### src/rtl/slot_enable_status.sv
module slot_enable_status #(
  parameter int NSLOTS = 10,
  parameter int DW     = 32,
  parameter int AW     = 2
) (
  input  logic              clk,
  input  logic              rst_n,
  input  logic              wr_en,
  input  logic [AW-1:0]     wr_addr,
  input  logic [DW-1:0]     wr_data,
  input  logic [AW-1:0]     rd_addr,
  output logic [DW-1:0]     rd_data,
  input  logic              req_valid,
  input  logic [NSLOTS-1:0] req_slots,
  output logic [NSLOTS-1:0] slot_status
);
  localparam logic [AW-1:0] A_STAT = AW'(0);
  localparam logic [AW-1:0] A_SET  = AW'(1);
  localparam logic [AW-1:0] A_CLR  = AW'(2);

  logic [NSLOTS-1:0] set_m, clr_m, req_m, stat_q;

  assign set_m = (wr_en && wr_addr == A_SET) ? wr_data[NSLOTS-1:0] : '0;
  assign clr_m = (wr_en && wr_addr == A_CLR) ? wr_data[NSLOTS-1:0] : '0;
  assign req_m = req_valid ? req_slots : '0;

  always_ff @(posedge clk) begin
    if (!rst_n) stat_q <= '0;
    else        stat_q <= (stat_q | set_m | req_m) & ~clr_m;
  end

  assign slot_status = stat_q;
  assign rd_data     = (rd_addr == A_STAT) ? DW'(stat_q) : '0;

  p_reset_zero_r1: assert property (@(posedge clk)
    !rst_n |=> slot_status == '0);

  p_status_write_ignored_r2: assert property (@(posedge clk) disable iff (!rst_n)
    (wr_en && wr_addr == A_STAT && !req_valid) |=> $stable(slot_status));

  p_set_lands_r3: assert property (@(posedge clk) disable iff (!rst_n)
    (wr_en && wr_addr == A_SET) |=>
      (slot_status & $past(wr_data[NSLOTS-1:0])) == $past(wr_data[NSLOTS-1:0]));

  p_clear_wins_r4: assert property (@(posedge clk) disable iff (!rst_n)
    (wr_en && wr_addr == A_CLR) |=>
      (slot_status & $past(wr_data[NSLOTS-1:0])) == '0);

  p_request_sticks_r5: assert property (@(posedge clk) disable iff (!rst_n)
    !(wr_en && wr_addr == A_CLR) |=>
      (slot_status & $past(slot_status)) == $past(slot_status));

  p_no_spurious_rise_r6: assert property (@(posedge clk) disable iff (!rst_n)
    1'b1 |=> (slot_status & ~$past(slot_status) &
              ~($past(req_valid) ? $past(req_slots) : '0) &
              ~(($past(wr_en) && $past(wr_addr) == A_SET) ? $past(wr_data[NSLOTS-1:0]) : '0)) == '0);

  p_read_ports_zero_r8: assert property (@(posedge clk) disable iff (!rst_n)
    (rd_addr != A_STAT) |-> rd_data == '0);
endmodule

### config.mk
export PLATFORM = sky130hd
export DESIGN_NAME = slot_enable_status
export DESIGN_NICKNAME = d
export VERILOG_FILES = /design/src/rtl/slot_enable_status.sv
export SDC_FILE = /design/constraint.sdc
export NUM_CORES = 1
export LEC_CHECK = 0
export BUFFER_PORTS_ARGS = -buffer_cell sky130_fd_sc_hd__buf_2
export CAP_MARGIN = 10
export CELL_PAD_IN_SITES_DETAIL_PLACEMENT = 2
export CELL_PAD_IN_SITES_GLOBAL_PLACEMENT = 2
export CORE_UTILIZATION = 16
export CTS_CLUSTER_SIZE = 24
export DETAILED_ROUTE_END_ITERATION = 10
export PLACE_DENSITY_LB_ADDON = 0.1
export SLEW_MARGIN = 10
export SYNTH_ARGS = -nofsm -noshare
export SYNTH_HDL_FRONTEND = slang
export SYNTH_SLANG_ARGS = --single-unit
### constraint.sdc
create_clock -name clk -period 2.05 [get_ports clk]
set_clock_uncertainty 0.2 [all_clocks]
set_input_delay 0.41 -clock clk [delete_from_list [all_inputs] [get_ports clk]]
set_output_delay 0.41 -clock clk [all_outputs]
set_load 0.01 [all_outputs]
==> results of run 1 <==
## worst max-delay path, delay by kind of cell
family / cells / cell delay (ns)
AND/OR/NAND/NOR: 2 / 0.28
buffers and inverters: 3 / 0.40
## layer usage
layer	vias up	global-route usage (%)
met3	2	2.19
met5	-	0
met1	405	13.0
met4	0	4.49
met2	41	20.5
li1	403	-
## final timing paths
| kind | from | end |
|---|---|---|
| setup / recovery | rd_addr[1] | rd_data[4] |
| hold / removal | rst_n | slot_status[7] |
| setup reg to reg | slot_status[8] | slot_status[8] |
| hold reg to reg | slot_status[5] | slot_status[5] |
## cell families after synthesis
logic type      synth area share (%)
simple gates                    14.2
other cells                    0.458
buf+inv                         27.2
flops                           24.5
compound gates                  33.6
## Yosys cell counts
master,n
a21oi_1,10
a21oi_2,10
a31oi_1,10
and2_1,10
buf_1,1
buf_2,1
buf_4,23
buf_6,2
buf_8,1
conb_1,1
dfxtp_1,10
inv_2,1
nand3_1,10
nor2_1,1
o21a_1,10
## power breakdown
group / switching [mW] / internal (mW) / leakage (nW)
Sequential: 0.0158 / 0.215 / 0.0836
Clock: 0.0845 / 0.169 / 0.0288
Combinational: 0.114 / 0.0790 / 0.406
## final cells by class
cell class / count / area [sq um] / share of cell area [%]
multi-input combinational: 83 / 474 / 44.4
timing repair buffer: 49 / 250 / 23.4
sequential: 10 / 200 / 18.8
tap: 67 / 83.8 / 7.85
clock buffer: 4 / 55.1 / 5.16
inverter: 1 / 3.75 / 0.352
==> impl_metrics.py, run 1 <==
metrics = {
    "clock_tree": {
        "cts_root_buf": "clkbuf_8",
        "cts_buffers": 3,
        "holdBufCountCts": 0,
        "cts_resized": 0,
        "cts_buffer_depth": 2,
        "post_cts_buffers": 0,
        "clock_sinks": 10,
        "cts_max_level": 1,
        "clk_latency_ns": 0.24,
        "clk_pin_slew_ns": 0.05,
        "cts_tree": "done",
    },
    "routing": {
        "firstDrtPassIters": 2,
        "drt_wl_total_um": 2950,
        "vias_per_cell": 3.98,
        "highest_layer": "met4",
        "met1_length_um": 1210,
        "wl_per_cell_um": 13.8,
        "vias": 851,
        "wl_met3_um": 178,
        "wl_met2_um": 1520,
        "drc_errors": 0,
        "drt_iter0_drc": 15,
        "ant_nets": 0,
    },
    "synthesis": {
        "ys_types": 15,
        "synth_top_area_cell": "dfxtp_1",
        "synth_seq_cells": 10,
        "yosys_warnings": 0,
        "synth_top_area_share_pct": 24.5,
        "syn-cell-area_sq_um": 818,
        "yosysSeqAreaShare_pct": 24.5,
        "netlist_top_cells_area": "dfxtp_1, buf_4, a21oi_2, o21a_1, a31oi_1",
        "syn_area_per_cell_sq_um": 8.10,
        "synthCells": 101,
    },
    "final_layout": {
        "num-nets-final": 198,
        "n_antenna_cell": 0,
        "stdcell_area_sq_um": 1070,
        "layout.cells.non_filler": 214,
        "fin_util_pct": 22.2,
        "fill_cells": 593,
        "layout_commonest_cell": "buf_2",
        "final_cell_mix": "buf_2, conb_1",
        "largest_reg_flops": 10,
        "drive_above_1_share_pct": 43.5,
        "syn_to_final_growth_pct": 30.4,
    },
    "sta": {
        "hold_violations": 0,
        "fin_crit_sh_pct": 83.5,
        "fin_tns_setup_ns": 0,
        "rsz0062_at_grt": "no",
        "finalSetupViolCount": 0,
        "setup_ws_ns": 0.339,
        "worst_hold_slack_ns": 0.327,
        "fmax_ghz": 0.584,
        "finalCriticalPeriod_ns": 1.71,
        "maxSlewViolCount": 0,
    },
    "critical_path": {
        "crit_path_end_kind": "primary output",
        "critPathMaxStageDelay_ns": 0.18,
        "arrival_ns": 1.10,
        "reg2reg_slack_ns": 1.02,
        "path_cells": "buf_2 > nor2_1 > buf_4 > and2_1 > buf_2",
        "critPathLaunchType": "input port",
        "worstSetupPathType": "in2out",
        "cp.required_ns": 1.44,
        "path_common_cell": "buf_2",
        "rr_worst_depth": 3,
        "cp_slowest_cell": "buf_4",
        "critPathMaxFanout": 7,
    },
    "global_routing": {
        "grt_max_degree": 21,
        "track_usage_pct": 11.3,
        "grt_first_pass_wirelength_um": 4480,
        "first_global_vias": 919,
        "antenna_found_initial": 0,
        "overflow": 0,
    },
    "power_and_ir_drop": {
        "vdd_drop_max_uv": 204,
        "cellLeakagePower_nw": 0.519,
        "power_density_nw_per_um2": 634,
        "power_uw": 677,
    },
    "floorplan": {
        "dieHeight_um": 73.5,
        "coreArea_sq_um": 4820,
        "die-area_sq_um": 5400,
        "io_pins": 92,
        "start_util_pct": 17.0,
        "die_x_um": 73.5,
        "fp-row-count": 25,
    },
    "worst_hold_path": {
        "hold_path_class": "in2reg",
        "holdPathStages": 2,
    },
    "run": {
        "max_cap_violations": 0,
    },
    "placed_design": {
        "place_congestion": 0.599,
        "dp.cells": 210,
        "port_buffers": 47,
        "place_hpwl_um": 2280,
        "post_dp_cell_area_sq_um": 1010,
        "dpl_worst_slack_ns": 0.322,
    },
    "outcome": {
        "status": "complete, no violations",
    },
}
No activity file was read; power rests on OpenSTA's default activity.
==> inputs of run 2 (changes only) <==
Settings changed: CORE_UTILIZATION 16 to 15.
Clock period 2.05 ns to 1.8 ns, I/O delays scaled along.
==> impl_metrics.py, run 2 (same netlist as run 1, synthesis figures left out) <==
metrics = {
    "placed_design": {
        "dpl_worst_slack_ns": 0.250,
        "place_hpwl_um": 2210,
        "port_buffers": 47,
        "post_dp_cell_area_sq_um": 1010,
        "place_congestion": 0.614,
    },
    "critical_path": {
        "critPathMaxStageDelay_ns": 0.17,
        "worstSetupPathType": "in2out",
        "cp.required_ns": 1.24,
        "critPathMaxFanout": 10,
        "cp_slowest_cell": "buf_4",
        "crit_path_end_kind": "primary output",
        "path_cells": "buf_2 > nor2_1 > buf_4 > and2_1 > buf_2",
        "path_common_cell": "buf_2",
        "crit_buf_inv": 3,
        "critPathTopFamily": "buffers and inverters",
        "arrival_ns": 0.97,
        "critPathLaunchType": "input port",
    },
    "sta": {
        "setup_ws_ns": 0.270,
        "fin_tns_setup_ns": 0,
        "fmax_ghz": 0.654,
        "fin_crit_sh_pct": 85.0,
        "hold_violations": 0,
        "finalSetupViolCount": 0,
        "worst_hold_slack_ns": 0.257,
        "maxSlewViolCount": 0,
        "finalCriticalPeriod_ns": 1.53,
        "rsz0062_at_grt": "no",
    },
    "routing": {
        "wl_per_cell_um": 13.9,
        "drt_wl_total_um": 2990,
        "firstDrtPassIters": 3,
        "vias": 855,
        "ant_nets": 0,
        "drc_errors": 0,
        "drt_iter0_drc": 4,
        "vias_per_cell": 3.96,
    },
    "outcome": {
        "status": "complete, no violations",
    },
    "final_layout": {
        "largest_reg_flops": 10,
        "multi_input_area_sq_um": 474,
        "num-nets-final": 197,
        "stdcell_area_sq_um": 1060,
        "final_cell_mix": "buf_2, conb_1",
        "layout_commonest_cell": "buf_2",
        "syn_to_final_growth_pct": 30.0,
        "regArea_sq_um": 200,
        "n_antenna_cell": 0,
        "fill_cells": 617,
        "drive_above_1_share_pct": 43.2,
    },
    "global_routing": {
        "track_usage_pct": 10.6,
        "grt_first_pass_wirelength_um": 4310,
        "grt_max_degree": 21,
        "antenna_found_initial": 0,
        "overflow": 0,
        "first_global_vias": 820,
    },
    "worst_hold_path": {
        "hold_path_class": "in2reg",
    },
    "floorplan": {
        "die_x_um": 75.9,
        "io_pins": 92,
        "fp-row-count": 26,
        "die-area_sq_um": 5750,
        "start_util_pct": 15.8,
        "dieHeight_um": 75.9,
        "coreArea_sq_um": 5170,
    },
    "run": {
        "max_cap_violations": 0,
    },
    "clock_tree": {
        "cts_buffers": 3,
        "cts_max_level": 1,
        "cts_buffer_depth": 2,
        "clk_latency_ns": 0.24,
        "post_cts_buffers": 0,
        "cts_root_buf": "clkbuf_8",
        "cts_tree": "done",
        "clk_pin_slew_ns": 0.06,
        "cts_resized": 0,
        "clock_sinks": 10,
        "holdBufCountCts": 0,
    },
    "power_and_ir_drop": {
        "cellLeakagePower_nw": 0.514,
        "power_density_nw_per_um2": 741,
        "vdd_drop_max_uv": 193,
        "power_uw": 788,
    },
}
[run 2: changes by cell type in the layout (fill, tap and decap cells not counted), sizes merged]
| cell | previous run | this run |
|---|---|---|
| buf | 49 | 48 |
[run 2: metrics by stage]
step                utilization, %  instances
floorplan                        -        122
detailed placement            19.5        212
finish                        20.6        216
CTS                           20.6        216
global placement              19.5        212
global route                  20.6        216
[run 2: final timing paths]
check,from,endpoint,slack (ns),cells after the start
setup / recovery,rd_addr[1],rd_data[0],0.27,5
hold / removal,rst_n,slot_status[2],0.26,2
setup reg to reg,slot_status[2],slot_status[2],0.77,3
hold reg to reg,slot_status[0],slot_status[0],0.45,3
[run 2: cell type report]
cell class	count	share of cell area [%]
Timing Repair Buffer	48	22.8
Tap cell	70	8.24
Sequential cell	10	18.8
Inverter	1	0.353
Clock buffer	4	5.18
Multi-Input combinational cell	83	44.6
[run 2: per-layer routing]
layer	global-route usage [%]	part of all wire, %	wire, um	vias to the layer above
met4	5.56	1.8	55	0
met3	1.72	6.5	195	4
met2	18.0	50	1490	38
li1	-	-	-	400
met5	0	0	0	-
met1	12.9	42	1250	413
[run 2: power by group]
group | switching (mW) | internal [mW]
Sequential | 0.0178 | 0.244
Combinational | 0.129 | 0.0886
Clock | 0.114 | 0.194
